<file path="config.mk">
export PLATFORM = sky130hd
export DESIGN_NAME = lpio_handoff_ctrl
export DESIGN_NICKNAME = d
export VERILOG_FILES = /design/src/rtl/lpio_pkg.sv /design/src/rtl/lpio_line_sampler.sv /design/src/rtl/lpio_phase_timer.sv /design/src/rtl/lpio_handoff_ctrl.sv
export SDC_FILE = /design/constraint.sdc
export NUM_CORES = 1
export LEC_CHECK = 0
export ABC_AREA = 1
export BUFFER_PORTS_ARGS = -buffer_cell sky130_fd_sc_hd__buf_2
export CORE_MARGIN = 4
export CORE_UTILIZATION = 54
export CTS_CLUSTER_SIZE = 12
export DETAILED_ROUTE_END_ITERATION = 10
export PLACE_DENSITY_LB_ADDON = 0.12
export SLEW_MARGIN = 5
export SYNTH_ARGS = -nofsm -noshare
export SYNTH_HDL_FRONTEND = slang
export SYNTH_SLANG_ARGS = --single-unit
</file>
<file path="constraint.sdc">
create_clock -name clk -period 4.7 [get_ports clk]
set_input_delay 0.47 -clock clk [delete_from_list [all_inputs] [get_ports clk]]
set_output_delay 0.47 -clock clk [all_outputs]
set_load 0.005 [all_outputs]
</file>
<file path="src/rtl/lpio_pkg.sv">
package lpio_pkg;

    typedef enum logic [3:0] {
        ST_IDLE       = 4'd0,
        ST_SELECTED   = 4'd1,
        ST_VALID      = 4'd2,
        ST_LOAD_RDY   = 4'd3,
        ST_UNLOAD_RDY = 4'd4,
        ST_MOVING     = 4'd5,
        ST_DONE       = 4'd6,
        ST_ESTOP      = 4'd7,
        ST_FAULT      = 4'd8
    } hs_state_e;

    typedef enum logic [1:0] {
        FR_NONE      = 2'd0,
        FR_NO_ANSWER = 2'd1,
        FR_NO_START  = 2'd2,
        FR_STALLED   = 2'd3
    } fault_e;

    // robot-driven lines, MSB first
    typedef struct packed {
        logic [1:0] sel;
        logic       valid;
        logic       tr_req;
        logic       busy;
        logic       compt;
    } robot_lines_t;

    // equipment-side inputs
    typedef struct packed {
        logic estop;
        logic carrier_here;
        logic accept;
        logic clear;
    } equip_in_t;

    typedef struct packed {
        hs_state_e state;
        fault_e    fault;
        logic      step;
    } ctl_regs_t;

    localparam int NUM_PHASES = 3;

endpackage

</file>
<file path="src/rtl/lpio_line_sampler.sv">
module lpio_line_sampler
    import lpio_pkg::*;
(
    input  logic         clk,
    input  logic         rst_n,
    input  robot_lines_t rob_i,
    input  equip_in_t    eq_i,
    output robot_lines_t rob_q,
    output equip_in_t    eq_q,
    output logic         event_q
);

    robot_lines_t rob_d;
    equip_in_t    eq_d;
    logic         event_d;

    always_comb begin
        rob_d   = rob_i;
        eq_d    = eq_i;
        event_d = (rob_i != rob_q);
    end

    always_ff @(posedge clk or negedge rst_n) begin
        if (!rst_n) begin
            rob_q   <= '0;
            eq_q    <= '0;
            event_q <= 1'b0;
        end else begin
            rob_q   <= rob_d;
            eq_q    <= eq_d;
            event_q <= event_d;
        end
    end

endmodule

</file>
<file path="src/rtl/lpio_phase_timer.sv">
module lpio_phase_timer #(
    parameter int TW = 16
) (
    input  logic          clk,
    input  logic          rst_n,
    input  logic          active,
    input  logic [TW-1:0] limit,
    output logic          expired
);

    localparam logic [TW-1:0] CNT_MAX = '1;

    logic [TW-1:0] cnt_d, cnt_q;
    logic [TW:0]   next_age;

    always_comb begin
        if (!active)
            cnt_d = '0;
        else if (cnt_q == CNT_MAX)
            cnt_d = cnt_q;
        else
            cnt_d = cnt_q + 1'b1;
        next_age = {1'b0, cnt_q} + 1'b1;
        expired  = active && (next_age >= {1'b0, limit});
    end

    always_ff @(posedge clk or negedge rst_n) begin
        if (!rst_n) cnt_q <= '0;
        else        cnt_q <= cnt_d;
    end

endmodule

</file>
<file path="src/rtl/lpio_handoff_ctrl.sv">
module lpio_handoff_ctrl
    import lpio_pkg::*;
#(
    parameter int TW = 16
) (
    input  logic          clk,
    input  logic          rst_n,
    input  logic [1:0]    port_id_i,
    input  logic [1:0]    cs_i,
    input  logic          valid_i,
    input  logic          tr_req_i,
    input  logic          busy_i,
    input  logic          compt_i,
    input  logic          estop_i,
    input  logic          carrier_here_i,
    input  logic          accept_i,
    input  logic          clear_i,
    input  logic [TW-1:0] tmo_ack_i,
    input  logic [TW-1:0] tmo_start_i,
    input  logic [TW-1:0] tmo_move_i,
    output logic          load_req_o,
    output logic          unload_req_o,
    output logic          ready_o,
    output logic [3:0]    state_o,
    output logic [1:0]    fault_o,
    output logic          step_o,
    output logic [9:0]    lines_o
);

    robot_lines_t rob_raw, rob_q;
    equip_in_t    eq_raw, eq_q;
    logic         rob_event;

    assign rob_raw = '{sel: cs_i, valid: valid_i, tr_req: tr_req_i,
                       busy: busy_i, compt: compt_i};
    assign eq_raw  = '{estop: estop_i, carrier_here: carrier_here_i,
                       accept: accept_i, clear: clear_i};

    lpio_line_sampler u_sampler (
        .clk     (clk),
        .rst_n   (rst_n),
        .rob_i   (rob_raw),
        .eq_i    (eq_raw),
        .rob_q   (rob_q),
        .eq_q    (eq_q),
        .event_q (rob_event)
    );

    ctl_regs_t cur_q, nxt_d;

    // phase supervision: 0 = answer to VALID, 1 = robot start, 2 = transfer
    logic [TW-1:0]         phase_lim [NUM_PHASES];
    logic [NUM_PHASES-1:0] phase_on;
    logic [NUM_PHASES-1:0] phase_exp;

    always_comb begin
        phase_lim[0] = tmo_ack_i;
        phase_lim[1] = tmo_start_i;
        phase_lim[2] = tmo_move_i;
        phase_on[0]  = (cur_q.state == ST_VALID);
        phase_on[1]  = (cur_q.state == ST_LOAD_RDY) || (cur_q.state == ST_UNLOAD_RDY);
        phase_on[2]  = (cur_q.state == ST_MOVING);
    end

    for (genvar g = 0; g < NUM_PHASES; g++) begin : g_phase
        lpio_phase_timer #(.TW(TW)) u_timer (
            .clk     (clk),
            .rst_n   (rst_n),
            .active  (phase_on[g]),
            .limit   (phase_lim[g]),
            .expired (phase_exp[g])
        );
    end

    logic addressed;
    logic lines_quiet;
    logic motion_quiet;

    always_comb begin
        addressed    = (rob_q.sel == port_id_i) && (rob_q.sel != 2'b00);
        lines_quiet  = (rob_q == '0);
        motion_quiet = !rob_q.valid && !rob_q.tr_req && !rob_q.busy && !rob_q.compt;

        nxt_d       = cur_q;
        nxt_d.step  = 1'b0;

        if (eq_q.estop) begin
            nxt_d.state = ST_ESTOP;
        end else begin
            unique case (cur_q.state)
                ST_ESTOP, ST_FAULT: begin
                    if (eq_q.clear && lines_quiet) begin
                        nxt_d.state = ST_IDLE;
                        nxt_d.fault = FR_NONE;
                    end
                end
                ST_IDLE: begin
                    if (rob_event && addressed) nxt_d.state = ST_SELECTED;
                end
                ST_SELECTED: begin
                    if (rob_event) begin
                        if (!addressed)       nxt_d.state = ST_IDLE;
                        else if (rob_q.valid) nxt_d.state = ST_VALID;
                    end
                end
                ST_VALID: begin
                    if (eq_q.accept) begin
                        nxt_d.state = eq_q.carrier_here ? ST_UNLOAD_RDY : ST_LOAD_RDY;
                    end else if (phase_exp[0]) begin
                        nxt_d.state = ST_FAULT;
                        nxt_d.fault = FR_NO_ANSWER;
                    end
                end
                ST_LOAD_RDY, ST_UNLOAD_RDY: begin
                    if (rob_event && rob_q.tr_req && rob_q.busy) begin
                        nxt_d.state = ST_MOVING;
                    end else if (phase_exp[1]) begin
                        nxt_d.state = ST_FAULT;
                        nxt_d.fault = FR_NO_START;
                    end
                end
                ST_MOVING: begin
                    if (rob_event && !rob_q.busy && rob_q.compt) begin
                        nxt_d.state = ST_DONE;
                    end else if (phase_exp[2]) begin
                        nxt_d.state = ST_FAULT;
                        nxt_d.fault = FR_STALLED;
                    end
                end
                ST_DONE: begin
                    if (rob_event && !addressed && motion_quiet) nxt_d.state = ST_IDLE;
                end
                default: begin
                    nxt_d.state = ST_FAULT;
                end
            endcase
        end

        nxt_d.step = (nxt_d.state != cur_q.state);
    end

    always_ff @(posedge clk or negedge rst_n) begin
        if (!rst_n) begin
            cur_q <= '{state: ST_IDLE, fault: FR_NONE, step: 1'b0};
        end else begin
            cur_q <= nxt_d;
        end
    end

    always_comb begin
        load_req_o   = (cur_q.state == ST_LOAD_RDY);
        unload_req_o = (cur_q.state == ST_UNLOAD_RDY);
        ready_o      = (cur_q.state == ST_LOAD_RDY) || (cur_q.state == ST_UNLOAD_RDY)
                    || (cur_q.state == ST_MOVING);
        state_o      = cur_q.state;
        fault_o      = cur_q.fault;
        step_o       = cur_q.step;
        lines_o      = {eq_q.estop, ready_o, unload_req_o, load_req_o,
                        rob_q.compt, rob_q.busy, rob_q.tr_req, rob_q.valid,
                        rob_q.sel[1], rob_q.sel[0]};
    end

endmodule

</file>
==> summary.txt <==
Global route
  • First-pass GRT wire length: 21.0 mm
  • Total gr overflow: 0
  • Vias in the first global route: 4790
  • Largest net degree at the start of global routing: 35
  • Initial antenna violation count: 0
  • GRT Total Usage: 22.6%

Cells and area
  • Leading cell type in the layout, fill and taps excluded: nand2_1
  • Multi-input gate area: 2960 um^2
  • Most frequent cells in the layout: nand2_1 (162), inv_1 (155), buf_2 (81)
  • Storage element area: 1650 um^2
  • # fillers: 919
  • ANT cells: 0
  • Nets: 924
  • Final Util: 64.0%
  • Layout cells sized above 1: 17.5%
  • Layout area overhead: 13.4%

Synthesis
  • Number of synthesized flops with an enable pin: 0
  • Synthesized net count: 842
  • Distinct cells, synth: 44
  • #FFs+latches synth: 66
  • Async SR Flop Fraction: 100%
  • Sequential area share after synthesis: 31.2%
  • Synthesized cell area: 5290 um^2
  • Synthesized instance count: 729
  • YS warnings: 0
  • Main synth FF type: dfrtp_1
  • Syn Area/Cell: 7.26 um^2

Clocking
  • Post-CTS setup buffer count: 0
  • TritonCTS clock tree: built
  • Hold buffer count at cts: 0
  • Clk_lat worst skew: 350 ps
  • Number of buffers created by CTS: 9
  • Worst-path clk slew: 80 ps
  • Max clock buf depth: 2
  • Post-CTS Resized: 0
  • Total clock sinks: 66
  • Clk root buf: clkbuf_8
  • H-tree levels: 3

Power and ir drop
  • Pwr dens: 273 nW/um^2
  • Comb pwr share: 30.0%
  • Sequential share of power: 39.5%
  • Clock share of power: 30.6%
  • Lkg Pwr: 0.00363 uW
  • Switching fraction of total power: 36.7%
  • Cell-internal power: 1030 uW
  • Maximum VDD drop: 0.186 mV
  • Sw power: 600 uW

Detailed routing
  • Antenna viol nets, final: 0
  • First-pass iteration count of the detailed router: 4
  • Total number of vias: 4857
  • DR iter-0 viols: 229
  • Avg WL per Cell: 12.9 um
  • Post-DR vias/cell: 5.14
  • Final WL: 12.2 mm
  • DRC: 0

Critical path
  • WP data required: 4940 ps
  • CP Capture Type: flip-flop
  • CP Class: flip-flop to flip-flop
  • Worst Path Arrival: 3670 ps
  • CP Launch Type: flip-flop
  • Worst-path fanout max: 5

Floorplanning
  • Die height: 107 um
  • Die ar.: 11400 um^2
  • DIE WIDTH: 107 um
  • # rows: 35
  • Initial Util: 56.4%
  • Core Area: 9370 um^2
  • I/O pins: 82

Placed design
  • Port Buf Inserts: 81
  • Routability congestion estimate: 0.921
  • DP HPWL: 9.94 mm

Outcome
  • Outcome: complete, no violations

Timing
  • Measured slew at the worst slew-check pin: 781 ps
  • Fin. max-slew vios: 0
  • Hold WS: 195 ps
  • Final Cycle Share: 72.9%
  • Fin crit period: 3430 ps
  • Max Clk Rate: 292 MHz
  • Final Setup Violations: 0
  • Max_slew headroom: 48.0%
  • RSZ-0062 raised after global routing: no
  • Setup tns final: 0 ps
  • Final Hold Fails: 0
  • Max Clock Skew: 5.96 ps

Hold path
  • Worst hold path type: primary input to asynchronous set/reset pin

Job
  • Max cap viols: 0
-- final cells by class --
| type | count | share of cell area (%) |
|---|---|---|
| Clock buffer | 10 | 2.29 |
| Clock inverter | 6 | 1.08 |
| Inverter | 163 | 10.2 |
| Multi-Input combinational cell | 489 | 49.3 |
| Sequential cell | 66 | 27.5 |
| Tap cell | 129 | 2.69 |
| Timing Repair Buffer | 82 | 6.88 |
-- synth_stat cells (8+ instances only) --
library cell	n	area share [%]
inv_2	8	0.57
dfrtp_1	66	31
ha_1	51	12
o21ai_0	36	3.4
xnor2_1	9	1.5
nand4_1	20	2.4
a21oi_1	37	3.5
xor2_1	27	4.5
nor3_1	11	1.0
inv_1	155	11
nand3_1	28	2.6
nor2_1	46	3.3
nand2_1	162	11
nor2_2	9	1.1
-- power groups by stage --
stage                     Combinational, uW  Sequential (uW)  Clock [uW]
after global routing                    560              649         534
after floorplan                         363              636           0
after CTS                               490              644         513
after detailed placement                487              655           0
final                                   490              645         500
after global placement                  477              653           0
-- cells by family (layout without fill, tap and decap cells) --
family	Yosys count	after routing	share of synthesized area (%)
simple gates	316	316	29.2
buf+inv	174	261	12.9
fa+ha+maj	51	51	12.1
compound gates	86	86	8.68
flops	66	66	31.2
xor+xnor	36	36	5.96
-- routing by layer --
metal  vias to the layer above  global-route usage (%)  wire length (um)
li1                       2464                       -                 -
met3                        24                    3.97               554
met4                         0                    8.31               300
met2                       120                    38.3              5970
met1                      2249                    28.9              5400
met5                         -                       0                 0
-- stage by stage --
| step | total power, uW | setup WS (ps) | area [um^2] | std cells |
|---|---|---|---|---|
| 2_1_floorplan | 998 | 1830 | 5290 | 729 |
| 3_3_place_gp | 1130 | 1420 | 5800 | 929 |
| 3_5_place_dp | 1140 | 1330 | 5800 | 929 |
| 4_1_cts | 1650 | 1300 | 6000 | 945 |
| 5_1_grt | 1740 | 880 | 6000 | 945 |
| 6_report | 1640 | 1270 | 6000 | 945 |
-- worst paths after layout --
path / from / endpoint / depth (start not counted) / slack (ps)
max in group asynchronous: rst_n / u_sampler.rob_q[1] / 2 / 3580
setup / recovery: g_phase[0].u_timer.cnt_q[0] / step_o / 23 / 1270
hold reg to reg: fault_o[1] / fault_o[1] / 2 / 490
min in group clk: carrier_here_i / u_sampler.eq_q[2] / 1 / 220
hold / removal: rst_n / g_phase[2].u_timer.cnt_q[12] / 1 / 200
setup reg to reg: g_phase[0].u_timer.cnt_q[0] / step_o / 23 / 1270
-- registers in the layout, indices dropped and copies added (netlist names) --
| signal | count |
|---|---|
| fault_o | 2 |
| u_sampler.rob_q | 6 |
| u_sampler.event_q | 1 |
| step_o | 1 |
| state_o | 4 |
| g_phase.u_timer.cnt_q | 48 |
| u_sampler.eq_q | 4 |
-- critical path, stage by stage, from the launching register on --
cell	delay [ps]
dfrtp_1	430
ha_1	210
nand2_1	120
nor3_1	360
nand3_1	210
nor2_1	160
xor2_1	210
inv_1	70
ha_1	290
nand2_1	80
nor2_1	140
nand2_1	80
nor2_1	110
nand2_1	80
nand2_2	90
nand2_1	70
nand2_1	60
nand2_1	60
nand2_1	60
nand4_1	100
nand2_1	90
nand2_1	70
nor2_1	110
nand2_1	60
Power figures use the tool's default switching activity.
